$ cat config.mk
export PLATFORM = sky130hd
export DESIGN_NAME = guard_top
export DESIGN_NICKNAME = d
export VERILOG_FILES = /design/src/rtl/guard_pkg.sv /design/src/rtl/guard_regs.sv /design/src/rtl/guard_tick.sv /design/src/rtl/guard_core.sv /design/src/rtl/guard_top.sv
export SDC_FILE = /design/constraint.sdc
export NUM_CORES = 1
export LEC_CHECK = 0
export BUFFER_PORTS_ARGS = -buffer_cell sky130_fd_sc_hd__buf_4
export CORE_MARGIN = 3
export CORE_UTILIZATION = 35
export CTS_CLUSTER_SIZE = 12
export DETAILED_ROUTE_END_ITERATION = 10
export PLACE_DENSITY = 0.65
export SLEW_MARGIN = 20
export SYNTH_ARGS = -nofsm -noshare
export SYNTH_HDL_FRONTEND = slang
export SYNTH_SLANG_ARGS = --single-unit
$ cat constraint.sdc
create_clock -name clk -period 2.9 [get_ports clk]
set_clock_uncertainty 0.2 [all_clocks]
set_input_delay 0.725 -clock clk [delete_from_list [all_inputs] [get_ports clk]]
set_output_delay 0.725 -clock clk [all_outputs]
set_load 0.02 [all_outputs]
$ cat src/rtl/guard_pkg.sv
package guard_pkg;

  localparam logic [3:0] OFS_CTRL   = 4'h0;
  localparam logic [3:0] OFS_RELOAD = 4'h4;
  localparam logic [3:0] OFS_COUNT  = 4'h8;
  localparam logic [3:0] OFS_CLEAR  = 4'hC;

  typedef struct packed {
    logic [7:0] pre;
    logic       run;
    logic [1:0] div_sel;
    logic       irq_en;
    logic       rst_en;
  } ctrl_t;

  localparam ctrl_t CTRL_RESET = '{pre: 8'h80, run: 1'b1, div_sel: 2'd3,
                                   irq_en: 1'b0, rst_en: 1'b1};

  // place the control fields at their bus positions
  function automatic logic [31:0] ctrl_to_word(ctrl_t c);
    logic [31:0] w;
    w        = '0;
    w[15:8]  = c.pre;
    w[5]     = c.run;
    w[4:3]   = c.div_sel;
    w[2]     = c.irq_en;
    w[0]     = c.rst_en;
    return w;
  endfunction

  function automatic ctrl_t word_to_ctrl(logic [31:0] w);
    ctrl_t c;
    c.pre     = w[15:8];
    c.run     = w[5];
    c.div_sel = w[4:3];
    c.irq_en  = w[2];
    c.rst_en  = w[0];
    return c;
  endfunction

  // last phase of the second stage: 16<<sel minus one
  function automatic logic [6:0] stage2_last(logic [1:0] sel);
    return 7'((16 << sel) - 1);
  endfunction

endpackage

$ cat src/rtl/guard_regs.sv
module guard_regs
  import guard_pkg::*;
#(
  parameter int CNT_W = 16
) (
  input  logic             clk,
  input  logic             rst_n,
  input  logic [3:0]       addr,
  input  logic             we,
  input  logic [31:0]      wdata,
  output ctrl_t            ctrl,
  output logic [CNT_W-1:0] reload,
  output logic             ctrl_wr,
  output logic             cnt_wr,
  output logic             clr_wr
);

  localparam logic [CNT_W-1:0] RELOAD_INIT = CNT_W'(1) << (CNT_W - 1);

  assign ctrl_wr = we && (addr == OFS_CTRL);
  assign cnt_wr  = we && (addr == OFS_COUNT);
  assign clr_wr  = we && (addr == OFS_CLEAR);

  always_ff @(posedge clk or negedge rst_n) begin
    if (!rst_n) begin
      ctrl   <= CTRL_RESET;
      reload <= RELOAD_INIT;
    end else begin
      if (ctrl_wr)
        ctrl <= word_to_ctrl(wdata);
      if (we && (addr == OFS_RELOAD))
        reload <= wdata[CNT_W-1:0];
    end
  end

endmodule

$ cat src/rtl/guard_tick.sv
module guard_tick
  import guard_pkg::*;
(
  input  logic  clk,
  input  logic  rst_n,
  input  ctrl_t ctrl,
  input  logic  ctrl_wr,
  output logic  tick_pre,
  output logic  tick_cnt
);

  logic [7:0] pre_cnt;
  logic [6:0] div_cnt;
  logic       hold;
  logic       div_wrap;

  assign hold     = ctrl_wr || !ctrl.run;
  assign tick_pre = !hold && (pre_cnt == ctrl.pre);
  assign div_wrap = (div_cnt == stage2_last(ctrl.div_sel));
  assign tick_cnt = tick_pre && div_wrap;

  always_ff @(posedge clk or negedge rst_n) begin
    if (!rst_n) begin
      pre_cnt <= '0;
      div_cnt <= '0;
    end else if (hold) begin
      pre_cnt <= '0;
      div_cnt <= '0;
    end else begin
      pre_cnt <= tick_pre ? 8'd0 : pre_cnt + 8'd1;
      if (tick_pre)
        div_cnt <= div_wrap ? 7'd0 : div_cnt + 7'd1;
    end
  end

endmodule

$ cat src/rtl/guard_core.sv
module guard_core #(
  parameter int CNT_W   = 16,
  parameter int RST_LEN = 128
) (
  input  logic             clk,
  input  logic             rst_n,
  input  logic             tick_cnt,
  input  logic             cnt_wr,
  input  logic [CNT_W-1:0] cnt_wdata,
  input  logic             clr_wr,
  input  logic [CNT_W-1:0] reload,
  input  logic             irq_en,
  input  logic             rst_en,
  output logic [CNT_W-1:0] count,
  output logic             expire,
  output logic             irq,
  output logic             rst_pulse
);

  localparam int PW = $clog2(RST_LEN + 1);
  localparam logic [CNT_W-1:0] COUNT_INIT = CNT_W'(1) << (CNT_W - 1);

  logic [PW-1:0] pulse_left;

  assign expire    = tick_cnt && !cnt_wr && (count == '0);
  assign rst_pulse = (pulse_left != '0);

  always_ff @(posedge clk or negedge rst_n) begin
    if (!rst_n) begin
      count      <= COUNT_INIT;
      irq        <= 1'b0;
      pulse_left <= '0;
    end else begin
      if (cnt_wr)
        count <= cnt_wdata;
      else if (tick_cnt)
        count <= (count == '0) ? reload : count - 1'b1;

      if (expire && irq_en)
        irq <= 1'b1;
      else if (clr_wr)
        irq <= 1'b0;

      if (!rst_en)
        pulse_left <= '0;
      else if (expire)
        pulse_left <= PW'(RST_LEN);
      else if (rst_pulse)
        pulse_left <= pulse_left - 1'b1;
    end
  end

endmodule

$ cat src/rtl/guard_top.sv
module guard_top
  import guard_pkg::*;
#(
  parameter int CNT_W   = 16,
  parameter int RST_LEN = 128
) (
  input  logic        clk,
  input  logic        rst_n,
  input  logic [3:0]  bus_addr,
  input  logic        bus_we,
  input  logic [31:0] bus_wdata,
  output logic [31:0] bus_rdata,
  output logic        irq_o,
  output logic        wdt_rst_o
);

  ctrl_t            ctrl;
  logic [CNT_W-1:0] reload;
  logic [CNT_W-1:0] count;
  logic             ctrl_wr, cnt_wr, clr_wr;
  logic             tick_pre, tick_cnt, expire;

  guard_regs #(.CNT_W(CNT_W)) u_regs (
    .clk(clk), .rst_n(rst_n), .addr(bus_addr), .we(bus_we), .wdata(bus_wdata),
    .ctrl(ctrl), .reload(reload), .ctrl_wr(ctrl_wr), .cnt_wr(cnt_wr),
    .clr_wr(clr_wr)
  );

  guard_tick u_tick (
    .clk(clk), .rst_n(rst_n), .ctrl(ctrl), .ctrl_wr(ctrl_wr),
    .tick_pre(tick_pre), .tick_cnt(tick_cnt)
  );

  guard_core #(.CNT_W(CNT_W), .RST_LEN(RST_LEN)) u_core (
    .clk(clk), .rst_n(rst_n), .tick_cnt(tick_cnt), .cnt_wr(cnt_wr),
    .cnt_wdata(bus_wdata[CNT_W-1:0]), .clr_wr(clr_wr), .reload(reload),
    .irq_en(ctrl.irq_en), .rst_en(ctrl.rst_en), .count(count),
    .expire(expire), .irq(irq_o), .rst_pulse(wdt_rst_o)
  );

  always_comb begin
    unique case (bus_addr)
      OFS_CTRL:   bus_rdata = ctrl_to_word(ctrl);
      OFS_RELOAD: bus_rdata = 32'(reload);
      OFS_COUNT:  bus_rdata = 32'(count);
      default:    bus_rdata = '0;
    endcase
  end

endmodule

-- After elaboration in Yosys (flattened, before gate mapping)
Index checks and enable logic that the tools add are counted.
- flip-flop bits (word level): 69
- logic and storage cells: 56
- output and inout port bits: 34
- input bits: 39
- shifts and indexed selects: 1
- equality and inequality tests: 6
- $add $sub $neg: 5
- reductions and logical operators: 19
- muxes and demuxes: 14
- operators with widths (cell ; count):
    16-bit two-way mux ; 3
    16-bit one-hot mux with 3 select lines ; 1
    8-bit two-way mux ; 5
    7-bit two-way mux ; 3
    16-bit logical NOT ; 1
    16-bit by 1-bit subtractor with 16-bit output (second input constant) ; 1
    1-bit logical AND ; 9
    8-bit by 1-bit adder with 8-bit output (second input constant) ; 1
    4-bit == test (second input constant) ; 2
    8-bit == test ; 1
    8-bit nonzero test ; 1
    8-bit by 1-bit subtractor with 8-bit output (second input constant) ; 1
    7-bit by 1-bit adder with 7-bit output (second input constant) ; 1
    7-bit == test ; 1
    5-bit by 2-bit << shifter with 7-bit output (first input constant) ; 1
    7-bit by 2-bit subtractor with 7-bit output (second input constant) ; 1
    2-bit nonzero test ; 3
    4-bit by 3-bit == test with 1-bit output (second input constant) ; 1
    4-bit logical NOT ; 1
    1-bit logical NOT ; 3
    3-bit by 2-bit inequality test with 1-bit output (second input constant) ; 1
    1-bit two-way mux ; 2
    1-bit logical OR ; 1

-- Depth between registers and ports, before layout
- depth in word-level cells: 10
- depth in mapped cells: 9
- gate-level depth less buffers: 7

-- Modules after synthesis
A second synthesis with hierarchy kept.
- cell total of the unflattened synthesis: 411
- area total of the unflattened synthesis: 4367.9 µm²
- by module, submodules not included (module ; instances ; cells an instance ; sequential area each (µm²) ; area each (µm²)):
    guard_core ; 1 ; 195 ; 626.9 ; 1769.2
    guard_regs ; 1 ; 68 ; 733.2 ; 1192.4
    guard_tick ; 1 ; 95 ; 375.4 ; 940.9
    guard_top ; 1 ; 53 ; 0.0 ; 465.4

-- Worst setup path after synthesis
Ideal clock, no wire load.
- kind: input port to output port
- start point: input bus_addr[3]
- end point: output bus_rdata[11]
- buffers on the path: 2
- cell stages on the path: 4
- slack: 0.021 ns
- required time: 1.975 ns
- arrival: 1.954 ns
- cells stage by stage: buf_2 -> buf_1 -> mux2i_1 -> o21ai_0
- word-level cells in the longest chain between the ends: 2
- elaborated cells between the ends (all ways): 4
- those cells by class: eq/ne: 2; mux: 1; reduce/logical: 1
- ends and longest elaborated chain (what ; RTL line ; source):
    start, declared ; guard_top.sv:9 ; input logic [3:0] bus_addr,
    4-bit == test (tied with other cells) ; guard_top.sv:42 ; unique case (bus_addr)
    16-bit one-hot mux with 3 select lines * ; guard_top.sv:42 ;
    end, declared ; guard_top.sv:12 ; output logic [31:0] bus_rdata,
Mark *: on every way between the ends. The rest lies on a longest branch, timed or not.

-- Final worst setup path
- start point: input bus_addr[1]
- end point: output bus_rdata[15]
The elaborated chain is that of the path after synthesis.

==> impl_metrics.yaml <==
run_status:
  status: "finished clean"
min_path:
  hold_end: "u_core.irq"
  min_path_type: "reg -> reg"
  min_path_cells: 2
  min-delay-start: "u_core.irq"
setup_path:
  r2r_cells: 6
  worstSetupPathType: "in -> out"
  r2r-end: "u_core.count[15]"
  end_kind: "primary output"
  worstPathRequired_ns: 1.98
  crit_arrival_ns: 1.92
  cp_max_fo: 17
  rrSetupSlack_ns: 0.28
  cp-start-kind: "primary input"
  r2r_start: "u_regs.ctrl[12]"
synthesis:
  synth.avg_cell_area_um2: 9.82
  yosysMostFrequentCell: "dfrtp_1"
  yosysTopAreaCell: "dfrtp_1"
  yosysSeqAreaShare: 0.407
  synth_cell_type_count: 65
  ys_warn_count: 0
  yosysTopAreaCellShare: 0.364
  syn_area_um2: 4260
  synth_ff_type: "dfrtp_1"
  netlist_top_cells_area: "dfrtp_1, mux2_2, mux2i_1"
  ys_seq_elements: 69
  ys_async_sr_fraction: 1.00
  synth_edf_count: 0
  ys_top_cells_by_count: "dfrtp_1, nand2_1, nor2_1, mux2_2, nand3_1"
  synth_cells: 434
cts:
  worstSkewPairLatency_ns: 0.33
  ctsHoldBuffers: 0
  cts_made_buffers: 9
  root_buffer: "clkbuf_16"
  cts_tree: "done"
  clkTransAtPathRegs_ns: 0.06
  htree_num_levels: 3
  cts_setup_buffers: 0
  clock_path_buffers: 2
  clock_sinks: 69
power_and_ir_drop:
  p_int_uw: 2040
  switching_power_uw: 997
  combPwrFrac: 0.239
  p_leak_uw: 0.00227
  swShare: 0.329
  power_density_nw_per_um2: 603
  ir_worst_vdd_mv: 0.270
  seqPwrFrac: 0.436
  p_clk_frac: 0.325
drt:
  via_count: 3506
  wl_met3_um: 647
  ant_nets: 0
  wl_met1_um: 5060
  wl_per_cell_um: 17.6
  top_layer: "met4"
  finalWirelength_um: 11100
  firstDrtPassIters: 5
  route.detailed.drc: 0
  drtIter0Drc: 260
  dr_wl_met2_um: 5250
  viasPerCell: 5.56
final_layout:
  multiInputGateArea_um2: 2360
  syn2layout_area_growth_pct: 18.0
  antennaDiodeCount: 0
  final_nets: 529
  fillCellCount: 1119
  final_area_um2: 5030
  seq_area_um2: 1740
  layout-drive-gt1-share: 0.264
global_route:
  grt_max_degree: 70
  grt_overflow_total: 0
  antenna_found_initial: 0
  grt_pass1_vias: 3442
  track_usage: 0.167
  grt_pass1_wl_um: 17700
die:
  core-area_um2: 11700
  die_area_um2: 13500
  die_h_um: 116
  row_count: 39
  io_pins: 73
  die_x_um: 116
  initial_utilization: 0.365
sta:
  hold_violations: 0
  setup_violations: 0
  min_period_ns: 2.84
  maxSlewViolCount: 0
  tns_ns: 0
  hold_ws_ns: 0.280
  slew_headroom: 0.398
  finalCritPeriodShare: 0.980
  fmax_mhz: 352
  tightest_slew_ns: 0.902
  grt_setup_unrepaired: "false"
placed_design:
  io_buffers: 40
  place.gp.congestion: 0.823
  placed_area_um2: 4750
  dpl.hpwl_um: 7910
run:
  maxCapViolCount: 0
[cell families after synthesis]
family,after synthesis,share of synthesized area
and+or+nand+nor,158,0.200
AOI/OAI and AO/OA,79,0.136
DFF,69,0.407
muxes,49,0.123
buffers and inverters,43,0.0552
xor gates and xnor gates,29,0.0596
adders and majority gates,6,0.0176
other,1,0.000880
[cell usage in the layout (no fill, tap or decap), drive strengths merged, types with 2 or more instances in the layout]
master,netlist,routed
inv,8,8
clkinvlp,0,3
a31oi,3,3
buf,27,59
and3,8,8
clkinv,0,3
clkbuf,8,9
conb,1,16
ha,6,6
nand2,54,54
dfrtp,62,62
a21boi,2,2
a2bb2oi,9,9
nor3,14,14
or4b,3,3
o31ai,3,3
dfstp,7,7
o211ai,4,4
mux2,28,28
xor2,16,16
a211oi,3,3
o21ai,28,28
mux2i,21,21
a21oi,7,7
o2bb2ai,3,3
nor4b,3,3
nor4,9,9
a31o,2,2
a32o,4,4
xnor2,13,13
nor3b,2,2
nand3,22,22
nor2,31,31
nand4,4,4
o2111ai,3,3
[power by group through the flow]
| stage | registers [uW] | clock network (uW) | logic [uW] |
|---|---|---|---|
| 6_report | 1320 | 985 | 725 |
| 5_1_grt | 1350 | 1040 | 793 |
| 4_1_cts | 1320 | 1010 | 723 |
| 3_5_place_dp | 1330 | 0 | 718 |
| 3_3_place_gp | 1330 | 0 | 695 |
| 2_1_floorplan | 1250 | 0 | 567 |
[timing repair]
item / in CTS / in global routing
gates cloned: 0 / 0
setup endpoints to repair: 3 / 5
gates resized for setup: 2 / 2
pin swaps: 0 / 0
[worst max path at each step]
stage / from / to / slack [ns] / cells past startpoint
floorplan: bus_addr[3] / bus_rdata[11] / 0.02 / 4
global placement: bus_addr[1] / u_core.count[4] / -0.02 / 7
detailed placement: bus_addr[1] / u_core.count[3] / -0.02 / 7
CTS: bus_addr[1] / bus_rdata[15] / 0.04 / 9
global route: bus_addr[1] / bus_rdata[15] / 0.01 / 9
finish: bus_addr[1] / bus_rdata[15] / 0.06 / 9
[state kept, by name, indices dropped and copies added, names as in the netlist]
name / cells
u_core.count: 16
u_regs.reload: 16
u_regs.ctrl: 13
u_core.pulse_left: 8
u_tick.pre_cnt: 8
u_tick.div_cnt: 7
u_core.irq: 1
[worst max-delay path, cell delays in order]
cell     delay (ns)
buf_4          0.11
buf_4          0.13
nor2_1         0.14
nand2_1        0.08
nor2_2         0.13
buf_12         0.17
nand2_1        0.06
o21ai_0        0.15
buf_4          0.22
[routing by layer]
layer	vias up	track usage
met2	104	0.275
met3	10	0.0280
met5	-	0
li1	1645	-
met1	1747	0.228
met4	0	0.0487
[stage by stage]
step            util  std cells  total power (uW)  setup slack (ns)
3_3_place_gp   0.407        616              2020           -0.0205
4_1_cts        0.431        631              3060            0.0390
3_5_place_dp   0.407        616              2050           -0.0224
2_1_floorplan      -        449              1820            0.0213
6_report       0.431        631              3030            0.0581
5_1_grt        0.431        631              3180           0.00963
[final cells by class]
class | count | area share
clock buffer | 9 | 0.0448
tap | 143 | 0.0356
multi-input combinational | 337 | 0.470
timing repair buffer | 59 | 0.0906
clock inverter | 6 | 0.00821
inverter | 8 | 0.00597
sequential | 69 | 0.345
Note: power is estimated with default switching activity, not from simulation.
